**src/rtl/vpk_pkg.sv**
```systemverilog
// Package: shared encodings for the bundle packer.
// Assumes a 3-bit class field and three source operands per micro-op.
package vpk_pkg;
    localparam int CLS_W = 3;
    localparam int SRC_N = 3;

    typedef enum logic [CLS_W-1:0] {
        OPC_ALU   = 3'd0,
        OPC_TRANS = 3'd1,
        OPC_RECIP = 3'd2,
        OPC_DOT   = 3'd3,
        OPC_CVT   = 3'd4
    } opc_e;
endpackage

```
**src/rtl/vpk_hazard.sv**
```systemverilog
// Module: read-after-write detector across the input window.
// Flags a lane whose enabled source matches the destination of any
// older valid lane. Because packing is in order, an older lane that
// is not placed already stops this lane, so comparing against all
// older lanes gives the same result as comparing against placed ones.
module vpk_hazard
    import vpk_pkg::*;
#(
    parameter int WIN = 5,
    parameter int RW  = 6
) (
    input  logic [WIN-1:0]            in_valid,
    input  logic [WIN*RW-1:0]         in_dst,
    input  logic [WIN*SRC_N*RW-1:0]   in_src,
    input  logic [WIN*SRC_N-1:0]      in_srcv,
    output logic [WIN-1:0]            hazard
);

    // Purpose: compare every enabled source of each lane with older destinations.
    always_comb begin
        hazard = '0;
        for (int i = 0; i < WIN; i++) begin
            for (int j = 0; j < WIN; j++) begin
                if (j < i && in_valid[j]) begin
                    for (int k = 0; k < SRC_N; k++) begin
                        if (in_srcv[i*SRC_N+k] &&
                            in_src[(i*SRC_N+k)*RW +: RW] == in_dst[j*RW +: RW]) begin
                            hazard[i] = 1'b1;
                        end
                    end
                end
            end
        end
    end

endmodule

```
**src/rtl/vpk_alloc.sv**
```systemverilog
// Module: in-order slot allocator.
// Walks the window oldest first, giving each entry the lowest free
// slots its class may use; the first failure closes the bundle.
// Assumes slots 0..NTHIN-1 are thin lanes and slot NTHIN is the wide lane.
module vpk_alloc
    import vpk_pkg::*;
#(
    parameter int WIN   = 5,
    parameter int NTHIN = 4,
    parameter int RW    = 6
) (
    input  logic                        clk,
    input  logic                        rst_n,
    input  logic [WIN-1:0]              in_valid,
    input  logic [WIN-1:0]              hazard,
    input  logic [WIN*CLS_W-1:0]        in_cls,
    input  logic [WIN*RW-1:0]           in_dst,
    input  logic [WIN*2-1:0]            in_wm1,
    input  logic                        wide_busy,
    output logic [WIN-1:0]              take,
    output logic [NTHIN:0]              slot_vld,
    output logic [(NTHIN+1)*CLS_W-1:0]  slot_cls,
    output logic [(NTHIN+1)*RW-1:0]     slot_dst,
    output logic                        recip_issued
);

    localparam int NS = NTHIN + 1;
    localparam logic [NS-1:0] WIDE_M = {1'b1, {NTHIN{1'b0}}};
    localparam logic [NS-1:0] THIN_M = {1'b0, {NTHIN{1'b1}}};
    localparam logic [NS-1:0] ALL_M  = {NS{1'b1}};

    // Pick the n lowest set bits of m.
    function automatic logic [NS-1:0] pick_slots(input logic [NS-1:0] m, input logic [2:0] n);
        logic [NS-1:0] r;
        int c;
        r = '0;
        c = 0;
        for (int s = 0; s < NS; s++) begin
            if (m[s] && c < int'(n)) begin
                r[s] = 1'b1;
                c++;
            end
        end
        return r;
    endfunction

    // Purpose: place window entries in order until one does not fit.
    always_comb begin
        logic [NS-1:0]    free_m;
        logic [NS-1:0]    allow;
        logic [NS-1:0]    grab;
        logic [2:0]       need;
        logic [CLS_W-1:0] cls_v;
        logic             stop;
        free_m       = wide_busy ? THIN_M : ALL_M;
        stop         = wide_busy;
        take         = '0;
        slot_vld     = '0;
        slot_cls     = '0;
        slot_dst     = '0;
        recip_issued = 1'b0;
        for (int i = 0; i < WIN; i++) begin
            cls_v = in_cls[i*CLS_W +: CLS_W];
            if (cls_v == OPC_TRANS || cls_v == OPC_RECIP) begin
                allow = WIDE_M;
            end else if (cls_v == OPC_DOT) begin
                allow = THIN_M;
            end else begin
                allow = ALL_M;
            end
            if (cls_v == OPC_DOT || cls_v == OPC_CVT) begin
                need = {1'b0, in_wm1[i*2 +: 2]} + 3'd1;
            end else begin
                need = 3'd1;
            end
            grab = pick_slots(free_m & allow, need);
            if (!stop && in_valid[i] && !hazard[i] && ($countones(grab) == int'(need))) begin
                take[i] = 1'b1;
                free_m  = free_m & ~grab;
                for (int s = 0; s < NS; s++) begin
                    if (grab[s]) begin
                        slot_vld[s]               = 1'b1;
                        slot_cls[s*CLS_W +: CLS_W] = cls_v;
                        slot_dst[s*RW +: RW]       = in_dst[i*RW +: RW];
                    end
                end
                if (cls_v == OPC_RECIP) begin
                    recip_issued = 1'b1;
                end
            end else begin
                stop = 1'b1;
            end
        end
    end

    // Acceptance must be a prefix of the window.
    generate
        for (genvar g = 1; g < WIN; g++) begin : g_prefix
            assert_ready_prefix_R9: assert property (@(posedge clk) disable iff (!rst_n)
                take[g] |-> take[g-1]);
        end
    endgenerate

endmodule

```
**src/rtl/vpk_bundle_reg.sv**
```systemverilog
// Module: output bundle register and wide-lane hold flag.
// Captures the bundle built this cycle; the hold flag marks the cycle
// after a reciprocal issue. Synchronous active-low reset clears both.
module vpk_bundle_reg
    import vpk_pkg::*;
#(
    parameter int NTHIN = 4,
    parameter int RW    = 6
) (
    input  logic                        clk,
    input  logic                        rst_n,
    input  logic [NTHIN:0]              d_vld,
    input  logic [(NTHIN+1)*CLS_W-1:0]  d_cls,
    input  logic [(NTHIN+1)*RW-1:0]     d_dst,
    input  logic                        d_recip,
    output logic [NTHIN:0]              q_vld,
    output logic [(NTHIN+1)*CLS_W-1:0]  q_cls,
    output logic [(NTHIN+1)*RW-1:0]     q_dst,
    output logic                        q_eob,
    output logic                        q_busy
);

    localparam int NS = NTHIN + 1;

    generate
        for (genvar s = 0; s < NS; s++) begin : g_slot
            // Purpose: hold one slot of the issued bundle.
            always_ff @(posedge clk) begin
                if (!rst_n) begin
                    q_vld[s]               <= 1'b0;
                    q_cls[s*CLS_W +: CLS_W] <= '0;
                    q_dst[s*RW +: RW]       <= '0;
                end else begin
                    q_vld[s]               <= d_vld[s];
                    q_cls[s*CLS_W +: CLS_W] <= d_cls[s*CLS_W +: CLS_W];
                    q_dst[s*RW +: RW]       <= d_dst[s*RW +: RW];
                end
            end

            if (s < NTHIN) begin : g_thin_chk
                // Wide-only classes never land in a thin slot.
                assert_thin_no_wide_op_R5: assert property (@(posedge clk) disable iff (!rst_n)
                    q_vld[s] |-> (q_cls[s*CLS_W +: CLS_W] != OPC_TRANS &&
                                  q_cls[s*CLS_W +: CLS_W] != OPC_RECIP));
            end
        end
    endgenerate

    // Purpose: bundle strobe and one-cycle wide-lane hold.
    always_ff @(posedge clk) begin
        if (!rst_n) begin
            q_eob  <= 1'b0;
            q_busy <= 1'b0;
        end else begin
            q_eob  <= |d_vld;
            q_busy <= d_recip;
        end
    end

    // A hold lasts exactly one cycle.
    assert_hold_single_R6: assert property (@(posedge clk) disable iff (!rst_n)
        q_busy |=> !q_busy);

endmodule

```
**src/rtl/vliw_slot_packer.sv**
```systemverilog
// Module: top of the five-slot issue bundle packer.
// Takes a window of WIN in-order micro-ops per clock, reports how many
// were accepted through in_ready, and emits the packed bundle one clock
// later. Assumes the upstream shifts its window by the accepted count.
module vliw_slot_packer
    import vpk_pkg::*;
#(
    parameter int WIN   = 5,
    parameter int NTHIN = 4,
    parameter int RW    = 6
) (
    input  logic                          clk,
    input  logic                          rst_n,
    input  logic [WIN-1:0]                in_valid,
    output logic [WIN-1:0]                in_ready,
    input  logic [WIN*3-1:0]              in_cls,
    input  logic [WIN*RW-1:0]             in_dst,
    input  logic [WIN*3*RW-1:0]           in_src,
    input  logic [WIN*3-1:0]              in_srcv,
    input  logic [WIN*2-1:0]              in_wm1,
    output logic [NTHIN:0]                out_vld,
    output logic [(NTHIN+1)*3-1:0]        out_cls,
    output logic [(NTHIN+1)*RW-1:0]       out_dst,
    output logic                          out_eob
);

    localparam int NS = NTHIN + 1;

    logic [WIN-1:0]          hazard;
    logic [NS-1:0]           slot_vld;
    logic [NS*CLS_W-1:0]     slot_cls;
    logic [NS*RW-1:0]        slot_dst;
    logic                    recip_issued;
    logic                    wide_busy;

    vpk_hazard #(.WIN(WIN), .RW(RW)) u_hazard (
        .in_valid (in_valid),
        .in_dst   (in_dst),
        .in_src   (in_src),
        .in_srcv  (in_srcv),
        .hazard   (hazard)
    );

    vpk_alloc #(.WIN(WIN), .NTHIN(NTHIN), .RW(RW)) u_alloc (
        .clk          (clk),
        .rst_n        (rst_n),
        .in_valid     (in_valid),
        .hazard       (hazard),
        .in_cls       (in_cls),
        .in_dst       (in_dst),
        .in_wm1       (in_wm1),
        .wide_busy    (wide_busy),
        .take         (in_ready),
        .slot_vld     (slot_vld),
        .slot_cls     (slot_cls),
        .slot_dst     (slot_dst),
        .recip_issued (recip_issued)
    );

    vpk_bundle_reg #(.NTHIN(NTHIN), .RW(RW)) u_breg (
        .clk     (clk),
        .rst_n   (rst_n),
        .d_vld   (slot_vld),
        .d_cls   (slot_cls),
        .d_dst   (slot_dst),
        .d_recip (recip_issued),
        .q_vld   (out_vld),
        .q_cls   (out_cls),
        .q_dst   (out_dst),
        .q_eob   (out_eob),
        .q_busy  (wide_busy)
    );

    // A lane reading an older lane's result is never accepted with it.
    assert_no_dep_coissue_R3: assert property (@(posedge clk) disable iff (!rst_n)
        (hazard & in_ready) == '0);

    // Input is stalled while the wide lane is held.
    assert_stall_on_hold_R6: assert property (@(posedge clk) disable iff (!rst_n)
        wide_busy |-> (in_ready == '0));

    // Any acceptance yields a bundle strobe one clock later.
    assert_accept_gives_eob_R2: assert property (@(posedge clk) disable iff (!rst_n)
        (|in_ready) |=> out_eob);

endmodule

```
**config.mk**
```make
export PLATFORM = sky130hd
export DESIGN_NAME = vliw_slot_packer
export DESIGN_NICKNAME = d
export VERILOG_FILES = /design/src/rtl/vpk_pkg.sv /design/src/rtl/vpk_hazard.sv /design/src/rtl/vpk_alloc.sv /design/src/rtl/vpk_bundle_reg.sv /design/src/rtl/vliw_slot_packer.sv
export SDC_FILE = /design/constraint.sdc
export NUM_CORES = 1
export LEC_CHECK = 0
export ABC_AREA = 1
export BUFFER_PORTS_ARGS = -buffer_cell sky130_fd_sc_hd__buf_2
export CAP_MARGIN = 20
export CORE_ASPECT_RATIO = 0.75
export CORE_UTILIZATION = 30
export CTS_CLUSTER_DIAMETER = 200
export DETAILED_ROUTE_END_ITERATION = 8
export SLEW_MARGIN = 10
export SYNTH_ARGS = -nofsm -noshare
export SYNTH_HDL_FRONTEND = slang
export SYNTH_HIERARCHICAL = 1
export SYNTH_SLANG_ARGS = --single-unit
```
**constraint.sdc**
```tcl
create_clock -name clk -period 54.9 [get_ports clk]
set_clock_uncertainty 0.05 [all_clocks]
set_input_delay 10.98 -clock clk [delete_from_list [all_inputs] [get_ports clk]]
set_output_delay 10.98 -clock clk [all_outputs]
set_load 0.05 [all_outputs]
```
==> qor.txt, run 1 <==
Yosys top cell area share: 21.4%
Hold Crit Depth: 11
Worst Tran Pin Value: 0.888 ns
Yosys reg bits: 52
CTS hold repair buffers: 0
number of global-route vias before repair: 10496
unrepaired setup endpoints after global routing: false
pre-CTS setup slack: 5.10 ns
Slew HR: 40.6%
number of synthesized flops with an enable pin: 0
fmax: 0.0200 GHz
I/O pin cnt: 223
global-route wire length before repair: 58700 um
total grt overflow: 0
DRC viols: 0
peak supply drop: 0.0135 mV
core region area: 30600 um^2
routed len/inst: 17.3 um
Reg2Reg Depth: 136
synth top area cells: nand2_1, inv_1, dfxtp_1
Vias: 11541
Iter 0 DRT Violations: 1537
Num Clock Sinks: 52
M1 WL: 17500 um
Hold Vio Cnt, Final: 0
Cell Rows: 55
Die Y-Extent: 156 um
syn avg cell area: 5.81 um^2
final worst setup slack: 4.82 ns
Data required, critical path: 43.87 ns
H-Tree Depth: 2
Gate Count Post-Synth: 1629
Area Overhead vs Synth: 14.2%
initial core utilization: 30.9%
Clock transition at path regs: 0.08 ns
worst hold endpoint: u_breg/q_dst[25]
Crit path arrival time: 39.05 ns
clk_lat worst skew: 0.30 ns
RR Endpoint: u_breg/q_dst[1]
initial antenna violation count: 5
critical path fanouts, max: 14
final slew viol count: 0
slowest CP cell: a2111oi_0
CTS root buf: clkbuf_16
Fin Setup TNS: 0 ns
CP max stage delay: 0.49 ns
synthesized net count: 1852
Die ar.: 32300 um^2
max-cap violations: 0
post-CTS sizing: 0
TritonCTS buffer count: 5
pwr/cell area: 27.5 nW/um^2
status: finished clean
worst hold slack: 1.23 ns
Bufs on Longest Clock Path: 2
Post-Syn Area: 9470 um^2
pin count of the biggest net entering global routing: 53
Final Util: 35.3%
sequential area share after synthesis: 11.0%
Initial DRT Pass Iterations: 6
Hold Path Origin: u_breg/q_busy
die width: 207 um
Total GRT Usage: 23.0%
# setup viols final: 0
Top FF cell, synth: dfxtp_1
DP HPWL: 30500 um
highest routed layer: met5
async set or reset register ratio after synthesis: 0%
Vias per Instance: 5.24
RePlAce Congestion: 0.988
worst reg2reg setup slack: 29.38 ns
WL met3: 4020 um
metal2 WL: 16000 um
Crit. End Element: output port
Worst Setup Start Kind: input port
ratio of final minimum period to clock period: 91.2%
Final Net Count: 2023
CTS tree: yes
cell mode on critical path: inv_1
IO buf count: 201
count of different cell masters after synthesis: 65
area leader, netlist: nand2_1
count of antenna-violating nets left after detailed routing: 0
Synth Warn #: 6
total wire length: 38200 um
leakage power: 0.00640 uW
Post-CTS Setup Inserts: 0
Hold Crit Class: flop to flop
share of cells above drive strength 1: 18.9%
RR Startpoint: u_breg/q_busy
minimum clock period: 50.08 ns
CP Class: input port to output port
[state kept, by name (all words and copies together), names as in the netlist]
signal,flops
u_breg/q_eob,1
u_breg/q_cls,15
u_breg/q_vld,5
u_breg/q_busy,1
u_breg/q_dst,30
[worst max-delay path: cells and delay by family]
kind            cells  cell delay, ns
xor+xnor            7            1.14
compound gates     20            5.95
simple gates       68            9.01
buf+inv            32            3.59
mux                 1            0.40
fa+ha+maj          26            7.89
[synthesized netlist by cell type, drive strengths merged (2+ instances only)]
master  count
o21ai      75
nand3     106
clkbuf      2
o32ai       4
clkinv      3
fa         10
nand3b      6
a21boi      6
mux2        6
nand2     570
a21oi      51
ha         46
nand4      41
o22ai      31
and2        4
a221oi      8
or2         6
buf        37
o21bai      5
dfxtp      52
a22oi      14
o221ai     20
nor4        2
o211ai     17
o21a        2
a31oi       6
xnor2      21
nor2      119
inv       311
nor3       18
xor2       23
[layer usage]
metal / track usage (%) / vias up
met2: 35.2 / 655
li1: - / 5556
met5: 0 / -
met4: 3.48 / 8
met1: 33.5 / 5264
met3: 4.45 / 58
[layout by cell type, fill, tap and decap left out, drive strengths merged, types with 2 or more instances in the layout]
| master | instances |
|---|---|
| buf | 203 |
| or2 | 6 |
| clkinv | 3 |
| clkinvlp | 2 |
| nor4 | 2 |
| o21a | 2 |
| nor3 | 18 |
| o211ai | 17 |
| a21oi | 51 |
| dfxtp | 52 |
| nand4 | 41 |
| xnor2 | 21 |
| a221oi | 8 |
| a22oi | 14 |
| a31oi | 6 |
| o221ai | 20 |
| mux2 | 6 |
| o32ai | 4 |
| fa | 10 |
| a21boi | 6 |
| o22ai | 31 |
| o21ai | 75 |
| o21bai | 5 |
| nand2 | 570 |
| inv | 312 |
| clkbuf | 5 |
| and2 | 4 |
| nand3 | 106 |
| xor2 | 23 |
| ha | 46 |
| nand3b | 6 |
| nor2 | 119 |
[where the power goes]
part / leakage [uW] / switching [uW] / internal, uW
registers: 0.000419 / 0.476 / 39.5
clock network: 0.0000680 / 16.1 / 17.3
logic: 0.00591 / 148 / 75.6
total: 0.00640 / 165 / 132
[area by class of cell]
class / instances / area (um^2)
clock inverter: 3 / 26.3
timing repair buffer: 203 / 1020
sequential: 52 / 1040
tap: 399 / 499
clock buffer: 5 / 125
antenna: 1 / 2.50
inverter: 314 / 1190
fill: 3467 / 19800
multi-input combinational: 1224 / 6900
[kinds of logic after synthesis]
kind of cell,after synthesis,synth area share [%]
AOI/OAI and AO/OA,243,16.9
xor gates and xnor gates,44,4.07
adders and majority gates,56,8.19
buffers and inverters,353,16.1
DFF,52,11.0
muxes,6,0.714
other,1,0.0396
and+or+nand+nor,874,43.0
[metrics by stage]
stage               cell area [um^2]  std cells  total power [uW]
floorplan                       9470       1629               215
global placement               10700       2192               258
detailed placement             10700       2192               262
CTS                            10800       2200               296
global route                   10800       2200               328
finish                         10800       2201               297
[worst max path at each step]
stage,startpoint,to,slack [ns],cells past startpoint
2_1_floorplan,in_wm1[0],in_ready[4],9.47,155
3_3_place_gp,in_wm1[0],in_ready[4],5.58,154
3_5_place_dp,in_wm1[0],in_ready[4],5.10,155
4_1_cts,in_wm1[0],in_ready[4],5.02,155
5_1_grt,in_wm1[0],in_ready[4],2.70,154
6_report,in_wm1[0],in_ready[4],4.82,154
No activity file was read; power rests on OpenSTA's default activity.
==> run 2: changes to the inputs <==
- CTS_CLUSTER_DIAMETER: 200 -> unset
- clock period: 54.9 -> 43.9 ns (I/O delays scaled with it)
==> qor.txt, run 2 (synthesis results as in run 1) <==
Vias: 11673 (+1.1%)
worst hold slack: 1.21 ns (-0.0226 ns)
share of cells above drive strength 1: 21.0% (+2.1 points)
number of global-route vias before repair: 10635 (+1.3%)
clk_lat worst skew: 0.30 ns (about the same)
WL met3: 4340 um (+8.0%)
routed len/inst: 17.5 um (+1.1%)
Die ar.: 32300 um^2 (unchanged)
count of antenna-violating nets left after detailed routing: 0 (unchanged)
CP max stage delay: 0.48 ns (about the same)
fmax: 0.0238 GHz
most frequent cells in the layout: nand2_1, inv_1, buf_2
# setup viols final: 0 (unchanged)
CTS root buf: clkbuf_16
total wire length: 39100 um (+2.5%)
ratio of final minimum period to clock period: 95.7%
Worst Tran Pin Value: 0.909 ns (+0.0214 ns)
Crit path arrival time: 33.19 ns (-5.86 ns)
Top reg by flops: u_breg/q_dst
Area Overhead vs Synth: 17.7%
Crit. End Element: output port
peak supply drop: 0.0185 mV (+37%)
H-Tree Depth: 2 (unchanged)
die width: 207 um (unchanged)
IO buf count: 201 (unchanged)
status: finished clean
final worst setup slack: 1.88 ns (-2.93 ns)
critical path fanouts, max: 8 (-6)
Final Util: 36.4% (+1.1 points)
I/O pin cnt: 223 (unchanged)
M1 WL: 17800 um (+1.6%)
RePlAce Congestion: 0.977 (-1.1%)
Hold Path Origin: u_breg/q_busy
highest routed layer: met5
Vias per Instance: 5.23 (-0.26%)
CP Class: input port to output port
metal2 WL: 16300 um (+1.9%)
Clock transition at path regs: 0.08 ns (about the same)
DRC viols: 0 (unchanged)
most common cell after layout, fill and taps aside: nand2_1
pwr/cell area: 36.1 nW/um^2 (+31%)
initial antenna violation count: 6 (+1)
final slew viol count: 0 (unchanged)
Num Clock Sinks: 52 (unchanged)
Crit. Startpoint: in_wm1[0]
leakage power: 0.00658 uW (+2.8%)
Initial DRT Pass Iterations: 7 (+1)
TritonCTS buffer count: 5 (unchanged)
max-cap violations: 0 (unchanged)
Cell Rows: 55 (unchanged)
Final Net Count: 2053 (+1.5%)
pre-CTS setup slack: 0.224 ns (-4.88 ns)
core region area: 30600 um^2 (unchanged)
pin count of the biggest net entering global routing: 53 (unchanged)
Worst Setup Start Kind: input port
Slew HR: 39.4% (-1.2 points)
number of flip-flops in the largest register: 30 (unchanged)
Hold Crit Class: flop to flop
cell mode on critical path: nand2_1
slowest CP cell: fa_1
biggest regs: u_breg/q_dst: 30 flops, u_breg/q_cls: 15 flops, u_breg/q_vld: 5 flops
Iter 0 DRT Violations: 1478 (-3.8%)
Total GRT Usage: 23.3% (+0.31 points)
total grt overflow: 0 (unchanged)
minimum clock period: 42.02 ns
Data required, critical path: 35.07 ns (-8.80 ns)
DP HPWL: 31000 um (+1.7%)
initial core utilization: 30.9% (unchanged)
global-route wire length before repair: 59400 um (+1.3%)
fillcell total: 3394 (-2.1%)
Final Total Pwr: 403 uW (+35%)
Bufs on Longest Clock Path: 2 (unchanged)
RR Startpoint: u_breg/q_busy
CTS tree: yes
Hold Vio Cnt, Final: 0 (unchanged)
Die Y-Extent: 156 um (unchanged)
==> run 2: changes by cell type in the layout (fill, tap and decap cells not counted), sizes merged <==
| cell | before | now |
|---|---|---|
| clkbuf | 5 | 6 |
| buf | 203 | 232 |
| diode | 1 | 2 |
==> run 2: through the flow <==
step	instance area [um^2]	setup TNS, ns	instances
floorplan	9470	0	1629
global placement	10800	0	2214
detailed placement	10800	0	2214
CTS	11000	0	2222
global route	11100	-0.0655	2230
finish	11100	0	2232
==> run 2: area by class of cell <==
type,instances,area [um^2],share of cell area [%]
Clock buffer,5,125,1.12
Sequential cell,52,1040,9.34
Multi-Input combinational cell,1224,7000,62.9
Timing Repair Buffer,233,1250,11.2
Antenna cell,2,5.00,0.0449
Inverter,314,1190,10.7
Clock inverter,3,26.3,0.236
Tap cell,399,499,4.48
==> run 2: path summary, 6_finish.rpt <==
kind / endpoint / slack (ns) / cells after the start
worst max register to register: u_breg/q_cls[2] / 21.34 / 141
worst max-delay path: in_ready[4] / 1.88 / 158
worst min register to register: u_breg/q_dst[25] / 1.21 / 11
worst min-delay path: u_breg/q_dst[25] / 1.21 / 11
==> run 2: repair_timing <==
| action | 4_1_cts | 5_1_grt |
|---|---|---|
| resized for setup | 0 | 27 |
| hold buffers | 0 | 0 |
| buffers inserted | 0 | 8 |
| setup endpoints to repair | 0 | 1 |
==> run 2: layer usage <==
layer | track usage, % | vias to the layer above
met5 | 0 | -
met4 | 4.69 | 10
met3 | 4.83 | 53
met2 | 35.5 | 654
met1 | 33.5 | 5343
li1 | - | 5613
==> run 2: critical path: cells and delay by family <==
family	cells	cell delay, ns
and+or+nand+nor	73	8.38
xor gates and xnor gates	8	1.40
adders and majority gates	26	7.63
AOI/OAI and AO/OA	19	3.58
muxes	1	0.35
buffers and inverters	31	2.99
==> run 2: power breakdown <==
group / leakage (uW) / total [uW] / switching, uW / internal (uW)
sequential: 0.000419 / 49.9 / 0.570 / 49.4
clock: 0.0000680 / 40.8 / 19.2 / 21.6
combinational: 0.00610 / 312 / 199 / 113
==> run 3: changes to the inputs <==
- ABC_AREA: 1 -> unset
==> qor.txt, run 3 <==
I/O pin cnt: 223 (unchanged)
failing checks: DRC, setup timing
Worst Setup Start Kind: input port
placed insts: 1704 (-23%)
global-route wire length before repair: 50900 um (-14%)
initial antenna violation count: 0 (-6)
Final Net Count: 1625 (-21%)
ANT cells: 0 (-2)
Iter 0 DRT Violations: 1113 (-25%)
final slew viol count: 0 (unchanged)
Worst Tran Pin Value: 1.16 ns (+0.250 ns)
Crit. End Element: output port
Reg area: 1040 um^2 (unchanged)
Synth Warn #: 6 (unchanged)
most instantiated library cell after synthesis: xnor2_1
RePlAce Congestion: 0.916 (-6.2%)
footprint of the multi-input gates: 7310 um^2 (+4.3%)
Vias: 9677 (-17%)
Gate Count Post-Synth: 1078 (-34%)
TritonCTS buffer count: 5 (unchanged)
DP HPWL: 26100 um (-16%)
IO buf count: 201 (unchanged)
minimum clock period: 43.98 ns (+1.97 ns)
Data required, critical path: 35.07 ns (about the same)
total grt overflow: 0 (unchanged)
Cell Rows: 52 (-5.5%)
Clock transition at path regs: 0.07 ns (about the same)
crit-path leading delay family: simple AND/OR/NAND/NOR gates
number of global-route vias before repair: 9413 (-11%)
count of different cell masters after synthesis: 84 (+29%)
Buf/Inv on CP: 24 (-23%)
Num Clock Sinks: 52 (unchanged)
cell mode on critical path: ha_1
Top reg by flops: u_breg/q_dst
CTS hold repair buffers: 0 (unchanged)
synth cell count leaders: xnor2_1, xor2_1, nand2_1, nor2_1, and2_1
Hold Vio Cnt, Final: 0 (unchanged)
Vias per Instance: 5.52 (+5.5%)
pwr/cell area: 44.1 nW/um^2 (+22%)
Yosys top cell area share: 12.3% (-9.1 points)
most common cell after layout, fill and taps aside: buf_2
number of flip-flops in the largest register: 30 (unchanged)
Area Overhead vs Synth: 36.1%
number of synthesized flops with an enable pin: 0 (unchanged)
pin count of the biggest net entering global routing: 53 (unchanged)
CP max stage delay: 0.50 ns (+0.02 ns)
Initial DRT Pass Iterations: 9 (+2)
fillcell total: 2779 (-18%)
Post-Syn Area: 8460 um^2 (-11%)
CTS root buf: clkbuf_16
slowest CP cell: or4b_4
Die Y-Extent: 147 um (-5.4%)
sequential area share after synthesis: 12.3% (+1.3 points)
fmax: 0.0227 GHz (-4.5%)
total wire length: 33300 um (-15%)
peak supply drop: 0.0282 mV (+53%)
# setup viols final: 1 (+1)
synth top area cells: dfxtp_1, xnor2_1, xor2_1
Hold Crit Class: flop to flop
leakage power: 0.00523 uW (-21%)
final worst setup slack: -0.0823 ns (-1.97 ns)
DRC viols: 3 (+3)
max-cap violations: 0 (unchanged)
met1 usage: 31.6% (-1.9 points)
routed len/inst: 19.0 um (+8.2%)
ratio of final minimum period to clock period: 100% (+4.5 points)
Slew HR: 22.1% (-17 points)
core region area: 27300 um^2 (-11%)
unrepaired setup endpoints after global routing: true
Total GRT Usage: 22.2% (-1.1 points)
count of antenna-violating nets left after detailed routing: 0 (unchanged)
Placed Area: 10800 um^2 (-0.30%)
post-route design area: 11500 um^2 (+3.3%)
initial core utilization: 31.0% (+0.048 points)
Bufs on Longest Clock Path: 2 (unchanged)
Crit path arrival time: 35.15 ns (+1.96 ns)
async set or reset register ratio after synthesis: 0% (unchanged)
syn avg cell area: 7.85 um^2 (+35%)
Top FF cell, synth: dfxtp_1
biggest regs: u_breg/q_dst: 30 flops, u_breg/q_cls: 15 flops, u_breg/q_vld: 5 flops
clk_lat worst skew: 0.29 ns (about the same)
status: complete, but fails checks
synthesized net count: 1301 (-30%)
CP Class: input port to output port
Global Route met3 Usage: 3.45% (-1.4 points)
non-filler cells in the finished layout: 1754 (-21%)
Die ar.: 28900 um^2 (-11%)
Most Used Layer, Global Route: met2
die width: 196 um (-5.4%)
CTS tree: yes
Yosys reg bits: 52 (unchanged)
H-Tree Depth: 2 (unchanged)
most frequent cells in the layout: buf_2, buf_4, xnor2_1
M2 GR Usage: 35.5% (-0.039 points)
critical path fanouts, max: 5 (-3)
area leader, netlist: dfxtp_1
share of cells above drive strength 1: 37.5% (+17 points)
-- run 3: cell types whose count changed in the layout (fill, tap and decap cells not counted), sizes merged, moves of 76 or more --
| cell | change |
|---|---|
| buf | +145 |
| inv | -256 |
| nand2 | -480 |
| nand3 | -96 |
| xnor2 | +84 |
| xor2 | +76 |
-- run 3: layout make-up --
class                   instances  area share [%]
well taps                     351            3.82
multi-input cells             910            63.5
flip-flops and latches         52            9.04
inverters                      55            1.99
clock inverters                 3           0.228
clock buffers                   5            1.09
repair buffers                378            20.4
-- run 3: timing repair --
item	4_1_cts	5_1_grt
buffers inserted	30	9
pin swaps	45	39
cloned	0	0
setup endpoints to repair	1	1
resized for setup	42	17
endpoints found under the hold margin	0	0
-- run 3: final timing paths --
kind,startpoint,end,slack [ns],cells after the start
max,in_cls[2],in_ready[4],-0.08,149
min,u_breg/q_busy,u_breg/q_dst[28],1.26,5
max reg2reg,u_breg/q_busy,u_breg/q_eob,18.17,134
min reg2reg,u_breg/q_busy,u_breg/q_dst[28],1.26,5
-- run 3: logic make-up after synthesis --
family	after synthesis	synth area share (%)
xor gates and xnor gates	204	21.1
adders and majority gates	56	9.17
DFF	52	12.3
muxes	41	5.41
other	1	0.0443
and+or+nand+nor	373	24.9
AOI/OAI and AO/OA	235	20.6
buffers and inverters	116	6.52
-- run 3: per-layer routing --
| metal | up-vias | share of wire (%) |
|---|---|---|
| met5 | - | 0 |
| met4 | 0 | 1.1 |
| met3 | 35 | 9.1 |
| met2 | 460 | 44 |
| met1 | 4600 | 46 |
| li1 | 4582 | - |
-- run 3: worst register-to-register path: cells and delay by family, from the launching register on --
kind / cells / cell delay, ns
compound gates: 42 / 7.25
flops: 1 / 0.41
buf+inv: 21 / 2.03
mux: 5 / 1.04
simple gates: 43 / 8.38
xor+xnor: 2 / 0.35
fa+ha+maj: 21 / 6.13
-- run 3: through the flow --
stage | worst slack (ns) | utilization, % | hold WS (ns) | TNS (ns) | total power, uW
floorplan | 0.0206 | - | 0.945 | 0 | 277
global placement | -1.12 | 39.5 | 1.19 | -1.12 | 402
detailed placement | -1.29 | 39.5 | 1.18 | -1.29 | 410
CTS | 0.0199 | 41.6 | 1.24 | 0 | 492
global route | -1.47 | 42.1 | 1.29 | -1.47 | 548
finish | -0.0823 | 42.1 | 1.26 | -0.0823 | 507
-- run 3: power breakdown --
part	switching, uW	internal, uW
Clock	18.2	21.6
Sequential	0.618	49.6
Combinational	210	207
